### config.mk
export PLATFORM = sky130hd
export DESIGN_NAME = bus_wstrobe_gen
export DESIGN_NICKNAME = d
export VERILOG_FILES = /design/src/rtl/bws_pkg.sv /design/src/rtl/bws_sync.sv /design/src/rtl/bws_edge.sv /design/src/rtl/bws_seq.sv /design/src/rtl/bus_wstrobe_gen.sv
export SDC_FILE = /design/constraint.sdc
export NUM_CORES = 1
export LEC_CHECK = 0
export BUFFER_PORTS_ARGS = -buffer_cell sky130_fd_sc_hd__buf_2
export CORE_MARGIN = 3
export CORE_UTILIZATION = 35
export CTS_CLUSTER_DIAMETER = 40
export DETAILED_ROUTE_END_ITERATION = 16
export SKIP_CTS_REPAIR_TIMING = 1
export SYNTH_ARGS = -nofsm -noshare
export SYNTH_HDL_FRONTEND = slang
export SYNTH_SLANG_ARGS = --single-unit
### constraint.sdc
create_clock -name clk -period 1.75 [get_ports clk]
set_clock_uncertainty 0.05 [all_clocks]
set_input_delay 0.35 -clock clk [delete_from_list [all_inputs] [get_ports clk]]
set_output_delay 0.35 -clock clk [all_outputs]
set_load 0.02 [all_outputs]
### src/rtl/bws_pkg.sv
package bws_pkg;

  typedef enum logic [2:0] {
    ST_IDLE,
    ST_SETUP,
    ST_STROBE,
    ST_HOLD,
    ST_DONE
  } wstate_e;

  function automatic int unsigned ceil_div(input int unsigned num, input int unsigned den);
    return (num + den - 1) / den;
  endfunction

  // half of the bus period in ns, i.e. the E-high window
  function automatic int unsigned half_period_ns(input int unsigned rate);
    case (rate)
      0:       return 500;
      1:       return 333;
      default: return 250;
    endcase
  endfunction

  // minimum lead of Q rise over E rise in ns
  function automatic int unsigned qe_lead_min_ns(input int unsigned rate);
    case (rate)
      0:       return 200;
      1:       return 130;
      default: return 80;
    endcase
  endfunction

  function automatic int unsigned max3(input int unsigned a, input int unsigned b,
                                       input int unsigned c);
    int unsigned m;
    m = (a > b) ? a : b;
    return (m > c) ? m : c;
  endfunction

endpackage

### src/rtl/bws_sync.sv
module bws_sync #(
  parameter int unsigned W      = 1,
  parameter int unsigned STAGES = 2
) (
  input  logic         clk,
  input  logic         rst_n,
  input  logic [W-1:0] din,
  output logic [W-1:0] dout
);

  for (genvar i = 0; i < W; i++) begin : g_bit
    logic [STAGES-1:0] chain;
    always_ff @(posedge clk or negedge rst_n) begin
      if (!rst_n) chain <= '0;
      else        chain <= {chain[STAGES-2:0], din[i]};
    end
    assign dout[i] = chain[STAGES-1];
  end

endmodule

### src/rtl/bws_edge.sv
module bws_edge (
  input  logic clk,
  input  logic rst_n,
  input  logic lvl,
  output logic rise
);

  logic lvl_d;

  always_ff @(posedge clk or negedge rst_n) begin
    if (!rst_n) lvl_d <= 1'b0;
    else        lvl_d <= lvl;
  end

  assign rise = lvl & ~lvl_d;

endmodule

### src/rtl/bws_seq.sv
module bws_seq
  import bws_pkg::*;
#(
  parameter int unsigned RS_W      = 3,
  parameter int unsigned SETUP_CYC = 20,
  parameter int unsigned PULSE_CYC = 20,
  parameter int unsigned HOLD_CYC  = 6,
  parameter int unsigned CNT_W     = 5
) (
  input  logic            clk,
  input  logic            rst_n,
  input  logic            e_rise,
  input  logic            e_lvl,
  input  logic            q_lvl,
  input  logic            rw,
  input  logic            cs,
  input  logic [RS_W-1:0] rs,
  output logic            sel_n,
  output logic            wr_n,
  output logic [RS_W-1:0] rs_q
);

  localparam logic [CNT_W-1:0] LD_SETUP = CNT_W'(SETUP_CYC - 1);
  localparam logic [CNT_W-1:0] LD_PULSE = CNT_W'(PULSE_CYC - 1);
  localparam logic [CNT_W-1:0] LD_HOLD  = CNT_W'(HOLD_CYC - 1);

  wstate_e          state;
  logic [CNT_W-1:0] cnt;
  logic             go;

  assign go = e_rise & q_lvl & ~rw & cs;

  always_ff @(posedge clk or negedge rst_n) begin
    if (!rst_n) begin
      state <= ST_IDLE;
      cnt   <= '0;
      sel_n <= 1'b1;
      wr_n  <= 1'b1;
      rs_q  <= '0;
    end else begin
      case (state)
        ST_IDLE: begin
          if (go) begin
            state <= ST_SETUP;
            cnt   <= LD_SETUP;
            sel_n <= 1'b0;
            rs_q  <= rs;
          end
        end
        ST_SETUP: begin
          if (cnt == '0) begin
            state <= ST_STROBE;
            cnt   <= LD_PULSE;
            wr_n  <= 1'b0;
          end else begin
            cnt <= cnt - 1'b1;
          end
        end
        ST_STROBE: begin
          if (cnt == '0) begin
            state <= ST_HOLD;
            cnt   <= LD_HOLD;
            wr_n  <= 1'b1;
          end else begin
            cnt <= cnt - 1'b1;
          end
        end
        ST_HOLD: begin
          if (cnt == '0) begin
            state <= ST_DONE;
            sel_n <= 1'b1;
          end else begin
            cnt <= cnt - 1'b1;
          end
        end
        ST_DONE: begin
          if (!e_lvl) state <= ST_IDLE;
        end
        default: begin
          state <= ST_IDLE;
          sel_n <= 1'b1;
          wr_n  <= 1'b1;
        end
      endcase
    end
  end

endmodule

### src/rtl/bus_wstrobe_gen.sv
module bus_wstrobe_gen
  import bws_pkg::*;
#(
  parameter int unsigned CLK_PERIOD_NS = 4,
  parameter int unsigned BUS_RATE      = 0,
  parameter int unsigned SEL_SETUP_NS  = 20,
  parameter int unsigned DATA_SETUP_NS = 75,
  parameter int unsigned PULSE_NS      = 75,
  parameter int unsigned HOLD_NS       = 20,
  parameter int unsigned MARGIN_CYC    = 1,
  parameter int unsigned SYNC_STAGES   = 2,
  parameter int unsigned RS_W          = 3
) (
  input  logic            clk,
  input  logic            rst_n,
  input  logic            bus_e,
  input  logic            bus_q,
  input  logic            bus_rw,
  input  logic            bus_cs,
  input  logic [RS_W-1:0] bus_rs,
  output logic            per_cs_n,
  output logic [RS_W-1:0] per_rs,
  output logic            per_wr_n,
  output logic            cfg_err
);

  localparam int unsigned LAT_CYC   = SYNC_STAGES + 1;
  localparam int unsigned DSET_CYC  = ceil_div(DATA_SETUP_NS, CLK_PERIOD_NS);
  localparam int unsigned SSET_CYC  = ceil_div(SEL_SETUP_NS, CLK_PERIOD_NS);
  localparam int unsigned SETUP_CYC = ((DSET_CYC > SSET_CYC) ? DSET_CYC : SSET_CYC) + MARGIN_CYC;
  localparam int unsigned PULSE_CYC = ceil_div(PULSE_NS, CLK_PERIOD_NS) + MARGIN_CYC;
  localparam int unsigned HOLD_CYC  = ceil_div(HOLD_NS, CLK_PERIOD_NS) + MARGIN_CYC;
  localparam int unsigned CNT_W     = $clog2(max3(SETUP_CYC, PULSE_CYC, HOLD_CYC) + 1);
  localparam int unsigned BUSY_NS   = (LAT_CYC + SETUP_CYC + PULSE_CYC + HOLD_CYC) * CLK_PERIOD_NS;
  localparam int unsigned LEAD_NS   = qe_lead_min_ns(BUS_RATE) + (LAT_CYC + SETUP_CYC) * CLK_PERIOD_NS;
  localparam bit          CFG_BAD   = (BUSY_NS > half_period_ns(BUS_RATE)) || (LEAD_NS < SEL_SETUP_NS);

  logic [1:0] ph_sync;
  logic       e_rise;

  bws_sync #(.W(2), .STAGES(SYNC_STAGES)) u_sync (
    .clk  (clk),
    .rst_n(rst_n),
    .din  ({bus_q, bus_e}),
    .dout (ph_sync)
  );

  bws_edge u_edge (
    .clk  (clk),
    .rst_n(rst_n),
    .lvl  (ph_sync[0]),
    .rise (e_rise)
  );

  bws_seq #(
    .RS_W     (RS_W),
    .SETUP_CYC(SETUP_CYC),
    .PULSE_CYC(PULSE_CYC),
    .HOLD_CYC (HOLD_CYC),
    .CNT_W    (CNT_W)
  ) u_seq (
    .clk   (clk),
    .rst_n (rst_n),
    .e_rise(e_rise),
    .e_lvl (ph_sync[0]),
    .q_lvl (ph_sync[1]),
    .rw    (bus_rw),
    .cs    (bus_cs),
    .rs    (bus_rs),
    .sel_n (per_cs_n),
    .wr_n  (per_wr_n),
    .rs_q  (per_rs)
  );

  assign cfg_err = CFG_BAD;

endmodule

==> out/results.tsv <==
stage	metric	value	unit
run_status	status	completed	
detailed_routing	drt-pass1-iter-count	2	
cts	numCtsBuffers	3	
cells_and_area	area_delta_synth_final	23.9	%
global_route	met3_usage	5.37	%
timing	final_max_slew_viol_count	0	
detailed_routing	vias	638	
yosys	synth.avg_cell_area	11.2	um^2
hold_path	hold_path.class	in -> reg	
cells_and_area	n_fill_cell	230	
cts	worstSkewPairLatency	310	ps
cts	clockRootBuffer	clkbuf_4	
yosys	yosys_warnings	0	
worst_setup_path	end_kind	flop	
pwr	power_leakage	0.000489	uW
detailed_routing	vias_per_cell	5.15	
yosys	ys_ff_latch	18	
floorplan	die_area	3050	um^2
yosys	synthTopCellsByCount	dfrtp_1, nor2_1	
yosys	synth_edf_count	0	
yosys	yosysMostFrequentCell	dfrtp_1	
worst_setup_path	r2r_setup_slack	50	ps
global_route	grt_max_degree	19	
yosys	synth_compound_area_share	15.6	%
detailed_routing	initialDrtViolationCount	2	
timing	max_freq	587	MHz
timing	setup_tns	0	ps
timing	hold_viol	0	
pwr	p_total	713	uW
yosys	synth_top_family_by_area	simple AND/OR/NAND/NOR gates	
worst_setup_path	reg2reg_depth	6	
pwr	p_per_area	678	nW/um^2
yosys	muxShareOfSynthArea	3.98	%
yosys	yosys.area.top_type	dfrtp_1	
cts	clk_pin_slew_worst_paths	110	ps
yosys	ys_seq_area_share	53.3	%
floorplan	rows	17	
cells_and_area	diodes	0	
global_route	grt_pass1_wl	2870	um
worst_setup_path	crit_type	reg -> reg	
worst_setup_path	r2r_start	u_seq.cnt[0]	
cells_and_area	instances_no_fill	124	
timing	period_minus_slack	1700	ps
floorplan	die_width	55.3	um
floorplan	dieHeight	55.3	um
yosys	ys_async_sr_fraction	100	%
placement	hpwl	1210	um
placement	pre_cts_ws	11.6	ps
yosys	synthXorXnorAreaFrac	1.03	%
cts	cts_sinks	18	
yosys	syn-num-nets	86	
worst_setup_path	required	1960	ps
yosys	syn_inst	76	
timing	fin_ws	45.5	ps
yosys	ys_top_cells_by_area	dfrtp_1, dfstp_2, mux2_2	
cells_and_area	nets	107	
yosys	yosys.area_share.simple	19.0	%
worst_setup_path	endpoint	u_seq.cnt[4]	
cts	htreeDepth	1	
global_route	busiest_layer	met2	
global_route	grt_overflow	0	
yosys	yosysUniqueCellTypes	38	
global_route	use_met2	18.4	%
global_route	antenna_found_initial	0	
yosys	synth_top_area_share	47.1	%
cts	cts_tree	built	
worst_setup_path	path_max_fanout	5	
detailed_routing	wl	1740	um
worst_setup_path	setup.worst_path.start_class	flop	
floorplan	io_pins	15	
floorplan	core_area	2250	um^2
worst_setup_path	cp.arrival	1910	ps
timing	fin_crit_sh	97.4	%
yosys	synth-main-ff-cell	dfrtp_1	
cells_and_area	drive_above_1_share	40.6	%
global_route	grt_pass1_vias	629	
pwr	ir_drop	410	uV
detailed_routing	antenna_left	0	
placement	dpl.cell_count	118	
floorplan	initial_core_util	37.7	%
detailed_routing	drc	0	
hold_path	hold_path_depth	1	
global_route	grtUsageMet1	15.0	%
placement	numPortBuffers	13	
detailed_routing	wl_per_cell	14.0	um
yosys	synth_area	850	um^2
global_route	track_usage	12.0	%
yosys	synthAdderAreaFrac	1.47	%
run	maxCapViolCount	0	
timing	setup_viol	0	
placement	gp_congestion	0.865	
worst_setup_path	startpoint	u_seq.cnt[0]	
cts	cts_buffer_depth	2	
worst_setup_path	r2r_end	u_seq.cnt[4]	
==> state kept, by name, summed over array words and instances, names as in the netlist <==
register / flops
u_edge.lvl_d: 1
u_seq.cnt: 5
u_seq.rs_q: 3
u_seq.sel_n: 1
u_seq.state: 3
u_seq.wr_n: 1
u_sync.g_bit.chain: 4
==> cell type report <==
class                   count  area, um^2  area share [%]
flip-flops and latches     18         453            43.0
inverters                   3        11.3            1.07
well taps                  28        35.0            3.33
repair buffers             21         128            12.1
clock buffers               4        36.3            3.45
multi-input cells          50         389            37.0
==> metrics by stage <==
stage / util (%) / area (um^2) / hold slack [ps]
final: 46.7 / 1050 / 102
after global routing: 46.7 / 1050 / 69.2
after CTS: 44.8 / 1010 / -86.2
after detailed placement: 43.2 / 973 / 256
after global placement: 43.2 / 973 / 253
after floorplan: - / 861 / 4.41
==> logic make-up after synthesis <==
logic type,Yosys count
adders and majority gates,1
other,1
DFF,18
buffers and inverters,8
xor gates and xnor gates,1
AOI/OAI and AO/OA,19
muxes,3
and+or+nand+nor,25
==> how the worst min path moves through the flow <==
stage               slack (ps)  startpoint                        to
CTS                        -90       rst_n              u_seq.cnt[3]
global route                70       bus_q  u_sync.g_bit[1].chain[0]
global placement           250       rst_n              u_seq.cnt[3]
floorplan                    4       rst_n              u_edge.lvl_d
finish                     100       bus_q  u_sync.g_bit[1].chain[0]
detailed placement         260       rst_n              u_seq.cnt[3]
==> routing by layer <==
layer | wire length (um) | up-vias
met2 | 847 | 16
met4 | 10 | 0
li1 | - | 317
met3 | 100 | 2
met5 | 0 | -
met1 | 779 | 303
==> cells in the final DEF, fill, tap and decap left out, types with 3 or more instances in the layout <==
master,instances
dfrtp_1,16
buf_2,13
buf_4,7
nor2_1,5
nand3_1,3
mux2_2,3
nand2_1,3
clkbuf_4,3
==> worst max-delay path: stages (launching register included) <==
cell and delay [ps]:
dfrtp_1 430, inv_2 80, ha_4 150, or4b_4 460, o21a_1 190, a211oi_2 190
a21o_1 110
==> report_power, final <==
group          switching (uW)  total (uW)  internal (uW)
sequential               2.53         424            422
clock                     140         267            127
combinational            12.7        21.6           8.91
total                     155         713            558
Note: power is estimated with default switching activity, not from simulation.
